[src/rtl/aud_rx_pkg.sv]
package aud_rx_pkg;
  typedef enum logic {FMT_MSBJ = 1'b0, FMT_I2S = 1'b1} fmt_e;

  // frame-clock level that marks the left channel for a framing
  function automatic logic left_level(fmt_e f);
    return (f == FMT_MSBJ);
  endfunction
endpackage

[src/rtl/line_sync.sv]
module line_sync #(
  parameter int N_LINES = 3,
  parameter int STAGES  = 2
) (
  input  logic               clk,
  input  logic               rst_n,
  input  logic [N_LINES-1:0] din,
  output logic [N_LINES-1:0] dout
);
  for (genvar i = 0; i < N_LINES; i++) begin : g_line
    logic [STAGES-1:0] sh;
    always_ff @(posedge clk) begin
      if (!rst_n) sh <= '0;
      else        sh <= {sh[STAGES-2:0], din[i]};
    end
    assign dout[i] = sh[STAGES-1];
  end
endmodule

[src/rtl/slot_capture.sv]
module slot_capture
  import aud_rx_pkg::*;
#(
  parameter int WORD_W = 24
) (
  input  logic              clk,
  input  logic              rst_n,
  input  fmt_e              fmt,
  input  logic              bclk,
  input  logic              lr,
  input  logic              sd,
  output logic              half_done,
  output logic              half_left,
  output logic [WORD_W-1:0] half_word
);
  localparam int POS_MAX = WORD_W + 1;
  localparam int POS_W   = $clog2(POS_MAX + 1);
  localparam logic [POS_W-1:0] POS_MAX_P = POS_W'(POS_MAX);
  localparam logic [POS_W-1:0] WORD_W_P  = POS_W'(WORD_W);

  logic              bclk_d, seen, armed, lr_prev;
  logic [POS_W-1:0]  pos, pos_n, dly, k;
  logic [WORD_W-1:0] word, word_n;
  logic              rise, chg;

  always_comb begin
    rise   = bclk & ~bclk_d;
    chg    = seen && (lr != lr_prev);
    dly    = (fmt == FMT_I2S) ? POS_W'(1) : POS_W'(0);
    pos_n  = chg ? '0 : ((pos == POS_MAX_P) ? pos : pos + POS_W'(1));
    word_n = chg ? '0 : word;
    k      = pos_n - dly;
    if (pos_n >= dly && k < WORD_W_P)
      word_n[WORD_W-1-int'(k)] = sd;
  end

  always_ff @(posedge clk) begin
    if (!rst_n) begin
      bclk_d    <= 1'b0;
      seen      <= 1'b0;
      armed     <= 1'b0;
      lr_prev   <= 1'b0;
      pos       <= POS_MAX_P;
      word      <= '0;
      half_done <= 1'b0;
      half_left <= 1'b0;
      half_word <= '0;
    end else begin
      bclk_d    <= bclk;
      half_done <= 1'b0;
      if (rise) begin
        if (!seen) begin
          seen    <= 1'b1;
          lr_prev <= lr;
          pos     <= POS_MAX_P;
          word    <= '0;
        end else begin
          pos  <= pos_n;
          word <= word_n;
          if (chg) begin
            lr_prev   <= lr;
            armed     <= 1'b1;
            half_done <= armed;
            half_left <= (lr_prev == left_level(fmt));
            half_word <= word;
          end
        end
      end
    end
  end
endmodule

[src/rtl/pair_build.sv]
module pair_build #(
  parameter int WORD_W = 24
) (
  input  logic              clk,
  input  logic              rst_n,
  input  logic              half_done,
  input  logic              half_left,
  input  logic [WORD_W-1:0] half_word,
  output logic              pair_stb,
  output logic [WORD_W-1:0] pair_l,
  output logic [WORD_W-1:0] pair_r
);
  logic              l_ok;
  logic [WORD_W-1:0] l_hold;

  always_ff @(posedge clk) begin
    if (!rst_n) begin
      l_ok     <= 1'b0;
      l_hold   <= '0;
      pair_stb <= 1'b0;
      pair_l   <= '0;
      pair_r   <= '0;
    end else begin
      pair_stb <= 1'b0;
      if (half_done) begin
        if (half_left) begin
          l_hold <= half_word;
          l_ok   <= 1'b1;
        end else if (l_ok) begin
          pair_stb <= 1'b1;
          pair_l   <= l_hold;
          pair_r   <= half_word;
          l_ok     <= 1'b0;
        end
      end
    end
  end
endmodule

[src/rtl/aud_ser_rx.sv]
module aud_ser_rx
  import aud_rx_pkg::*;
#(
  parameter int WORD_W      = 24,
  parameter int SYNC_STAGES = 2
) (
  input  logic              clk,
  input  logic              rst_n,
  input  logic              fmt_sel,
  input  logic              bclk_i,
  input  logic              lrclk_i,
  input  logic              sdata_i,
  input  logic              out_ready,
  output logic              out_valid,
  output logic [WORD_W-1:0] out_left,
  output logic [WORD_W-1:0] out_right
);
  logic [2:0]        lines_s;
  logic              half_done, half_left, pair_stb;
  logic [WORD_W-1:0] half_word, pair_l, pair_r;
  fmt_e              fmt;

  assign fmt = fmt_e'(fmt_sel);

  line_sync #(.N_LINES(3), .STAGES(SYNC_STAGES)) u_sync (
    .clk (clk),
    .rst_n (rst_n),
    .din ({sdata_i, lrclk_i, bclk_i}),
    .dout (lines_s)
  );

  slot_capture #(.WORD_W(WORD_W)) u_cap (
    .clk (clk),
    .rst_n (rst_n),
    .fmt (fmt),
    .bclk (lines_s[0]),
    .lr (lines_s[1]),
    .sd (lines_s[2]),
    .half_done (half_done),
    .half_left (half_left),
    .half_word (half_word)
  );

  pair_build #(.WORD_W(WORD_W)) u_pair (
    .clk (clk),
    .rst_n (rst_n),
    .half_done (half_done),
    .half_left (half_left),
    .half_word (half_word),
    .pair_stb (pair_stb),
    .pair_l (pair_l),
    .pair_r (pair_r)
  );

  always_ff @(posedge clk) begin
    if (!rst_n) begin
      out_valid <= 1'b0;
      out_left  <= '0;
      out_right <= '0;
    end else if (pair_stb && (!out_valid || out_ready)) begin
      out_valid <= 1'b1;
      out_left  <= pair_l;
      out_right <= pair_r;
    end else if (out_ready) begin
      out_valid <= 1'b0;
    end
  end
endmodule

[config.mk]
export PLATFORM = sky130hd
export DESIGN_NAME = aud_ser_rx
export DESIGN_NICKNAME = d
export VERILOG_FILES = /design/src/rtl/aud_rx_pkg.sv /design/src/rtl/line_sync.sv /design/src/rtl/slot_capture.sv /design/src/rtl/pair_build.sv /design/src/rtl/aud_ser_rx.sv
export SDC_FILE = /design/constraint.sdc
export NUM_CORES = 1
export LEC_CHECK = 0
export BUFFER_PORTS_ARGS = -buffer_cell sky130_fd_sc_hd__buf_2
export CAP_MARGIN = 20
export CORE_MARGIN = 2
export CORE_UTILIZATION = 25
export DETAILED_ROUTE_END_ITERATION = 16
export PLACE_DENSITY = 0.44
export SETUP_SLACK_MARGIN = 0.15
export SYNTH_ARGS = -nofsm -noshare
export SYNTH_HDL_FRONTEND = slang
export SYNTH_SLANG_ARGS = --single-unit
[constraint.sdc]
create_clock -name clk -period 4.1 [get_ports clk]
set_clock_uncertainty 0.2 [all_clocks]
set_input_delay 0.41 -clock clk [delete_from_list [all_inputs] [get_ports clk]]
set_output_delay 0.41 -clock clk [all_outputs]
set_load 0.01 [all_outputs]
==> results.yml <==
clock_network:
  postCtsSetupRepairBufs: 0
  cts.repair.resized: 0
  ctsHoldBuffers: 3
  tritoncts: "yes"
  cts_max_path_buffers: 2
  clock-sinks: 188
  cts_root_buf: "sky130_fd_sc_hd__clkbuf_16"
  clkSlewWorstSetupHoldPaths_ns: 0.08
  cts_buffers: 17
  worstSkewPairLatency_ns: 0.43
  htree_levels: 4
finish:
  drive_gt1_share_pct: 11.8
  nets: 936
  syn2layout_area_growth_pct: 15.9
  end_of_flow_core_utilization_pct: 29.2
  multi_input_area_mm2: 0.00363
  filler_cell_count: 3296
  mostFrequentLayoutCell: "sky130_fd_sc_hd__nand2_1"
  final_cell_mix: "sky130_fd_sc_hd__nand2_1, sky130_fd_sc_hd__dfxtp_1, sky130_fd_sc_hd__a21boi_0, sky130_fd_sc_hd__buf_2, sky130_fd_sc_hd__and2_1"
  seqCellArea_mm2: 0.00376
  final_design_area_excluding_fillers_mm2: 0.00889
  antennaDiodeCount: 0
  finished_layout_cells: 1335
critical_path:
  worst_setup_start_kind: "flop"
  path_common_cell: "sky130_fd_sc_hd__ha_1"
  crit_path_max_fanout: 15
  worst_setup_path_startpoint: "u_cap.pos[1]"
  cp.arrival_ns: 3.64
  required_time_at_the_worst_slack_endpoint_ns: 4.22
  rr_worst_depth: 12
  timing.critical_path.slowest_cell_delay_ns: 0.50
  crit_slowest_cell: "sky130_fd_sc_hd__dfxtp_1"
  worstPathCellList: "inv_1 > ha_1 > and4b_1 > xnor2_1 > nand2_1 > ha_1 > and2_1 > mux2_4 > mux2i_4 > nand3_2 > o31ai_1 > a21oi_1"
  critical_path.endpoint_type: "flop"
  critPathKind: "reg -> reg"
  critical_path.reg2reg.startpoint: "u_cap.pos[1]"
die:
  floorplan_core_area_mm2: 0.0304
  floorplan.initialDensity_pct: 25.2
  core.rowCount: 64
  fp.dieArea_mm2: 0.0321
  floorplan.die.height_um: 179
  top_level_ports: 56
  die_width_um: 179
synthesis:
  synth_cell_type_count: 66
  synth_edf_count: 0
  synth_async_sr_flop_share_pct: 0
  mappedNetlistArea_mm2: 0.00766
  synth_flop_cell: "sky130_fd_sc_hd__dfxtp_1"
  postSynthCellCount: 901
  syn_area_per_cell_um2: 8.51
  synth-warning-count: 0
  seq_area_frac_synth_pct: 49.1
  flip_flop_and_latch_count_after_synthesis: 188
  synth_fp_nets: 911
min_path:
  hp-start: "out_ready"
  worstHoldPathCells: 3
  holdCritPathClass: "in -> reg"
place:
  gp_congestion: 0.829
  detailedPlacementHpwl_um: 13200
  instance_area_at_placement_mm2: 0.00825
  placement.io_buffers: 55
  placement.setup.worst_slack_ns: 0.580
  placedCellCount: 1300
sta:
  slew_viol_final: 0
  final.period_utilization_pct: 85.8
  setup_viol_count_final: 0
  finalWorstSetupSlack_ns: 0.581
  max_slew.worst_pin.slew_ns: 1.05
  hold_viol_final: 0
  worst_slew_margin_rel_pct: 30.0
  clock.fmax_ghz: 0.284
  final.min_clock_period_ns: 3.52
  rsz0062_at_grt: "no"
  timing.setup.tns_ns: 0
drt:
  wl_um: 19500
  wire_per_inst_um: 14.6
  dr.pass1.iters: 5
  drc: 0
  dr_total_vias: 5969
  drt_iter0_drc: 392
  detail-route-antenna-nets: 0
  detail_route.vias_per_cell: 4.47
grt:
  first_global_vias: 5650
  grt-ovfl-total: 0
  first_pass_grt_wire_length_um: 31400
  grt_util_all_layers_pct: 12.5
  pin_count_of_the_biggest_net_entering_global_routing: 119
  antenna_violations_before_repair: 0
power:
  cellPowerDensity_mw_per_mm2: 406
  peak_supply_drop_uv: 289
  p_leak_uw: 0.00298
run:
  maxCapViolations: 0
run_status:
  run_status: "complete, no violations"
==> report_power, final <==
part | switching (uW) | internal, uW | leakage, uW
registers | 2.71 | 1830 | 0.00151
logic | 49.0 | 34.3 | 0.00117
clock network | 813 | 877 | 0.000291
==> state kept, by name, indices dropped and copies added (netlist names), 5 cells and up <==
| register | count |
|---|---|
| out_left | 24 |
| out_right | 24 |
| u_cap.half_word | 24 |
| u_cap.word | 24 |
| u_pair.l_hold | 24 |
| u_pair.pair_l | 24 |
| u_pair.pair_r | 24 |
| u_sync.g_line.sh | 6 |
| u_cap.pos | 5 |
==> path summary, 6_finish.rpt <==
| kind | to | slack, ns |
|---|---|---|
| max | u_cap.word[4] | 0.58 |
| min | out_valid | 0.12 |
| max reg2reg | u_cap.word[4] | 0.58 |
| min reg2reg | u_sync.g_line[0].sh[1] | 0.24 |
==> layer usage <==
metal / track usage [%] / share of wire (%) / wire length (um) / vias to the layer above
li1: - / - / - / 3097
met1: 16.9 / 50 / 9820 / 2761
met2: 20.3 / 45 / 8720 / 93
met3: 2.50 / 3.5 / 677 / 18
met4: 3.66 / 1.3 / 259 / 0
met5: 0 / 0 / 0 / -
==> metrics by stage <==
step | hold WS [ns] | total power [uW]
3_5_place_dp | 0.230 | 1960
4_1_cts | 0.114 | 3660
6_report | 0.120 | 3600
3_3_place_gp | 0.224 | 1960
5_1_grt | 0.163 | 3740
2_1_floorplan | 0.212 | 1930
==> synth_stat cells, types with 3 or more instances <==
cell,n,area share (%)
sky130_fd_sc_hd__o31ai_1,6,0.59
sky130_fd_sc_hd__clkbuf_1,45,2.2
sky130_fd_sc_hd__nand2b_1,6,0.49
sky130_fd_sc_hd__buf_2,3,0.20
sky130_fd_sc_hd__nand2_1,321,16
sky130_fd_sc_hd__a21oi_1,8,0.52
sky130_fd_sc_hd__o22ai_1,6,0.49
sky130_fd_sc_hd__o311ai_1,5,0.57
sky130_fd_sc_hd__or2_1,3,0.24
sky130_fd_sc_hd__nor4_1,6,0.49
sky130_fd_sc_hd__a2bb2oi_1,3,0.34
sky130_fd_sc_hd__o211a_1,3,0.39
sky130_fd_sc_hd__buf_1,7,0.34
sky130_fd_sc_hd__dfxtp_1,188,49
sky130_fd_sc_hd__nand4_1,7,0.57
sky130_fd_sc_hd__o21ai_1,15,0.98
sky130_fd_sc_hd__inv_1,7,0.34
sky130_fd_sc_hd__xnor2_1,6,0.69
sky130_fd_sc_hd__nand3_1,9,0.59
sky130_fd_sc_hd__and2_1,18,1.5
sky130_fd_sc_hd__ha_1,3,0.49
sky130_fd_sc_hd__o21a_1,3,0.29
sky130_fd_sc_hd__o211ai_1,7,0.69
sky130_fd_sc_hd__buf_6,3,0.44
sky130_fd_sc_hd__a21boi_0,148,14
sky130_fd_sc_hd__nor2_1,12,0.59
==> final cells by class <==
cell class                      instances  area share [%]
Sequential cell                       188            42.4
Clock buffer                           18            4.83
Timing Repair Buffer                   66            4.14
Multi-Input combinational cell        646            40.8
Clock inverter                         14            2.00
Tap cell                              396            5.58
Inverter                                7           0.296
==> kinds of logic (layout without fill, tap and decap cells) <==
group,count (synthesis),in the layout,synth area share (%)
DFF,188,188,49.1
AOI/OAI and AO/OA,227,227,22.3
buffers and inverters,67,105,3.69
xor gates and xnor gates,8,8,1.01
adders and majority gates,3,3,0.490
and+or+nand+nor,404,404,22.6
muxes,4,4,0.800
==> critical path: cells and delay by family, from the launching register on <==
kind | cells | cell delay [ns]
mux | 2 | 0.51
xor+xnor | 1 | 0.21
flops | 1 | 0.50
buf+inv | 1 | 0.13
simple gates | 4 | 0.87
fa+ha+maj | 2 | 0.60
compound gates | 2 | 0.40
(Power assumes the default switching activity.)
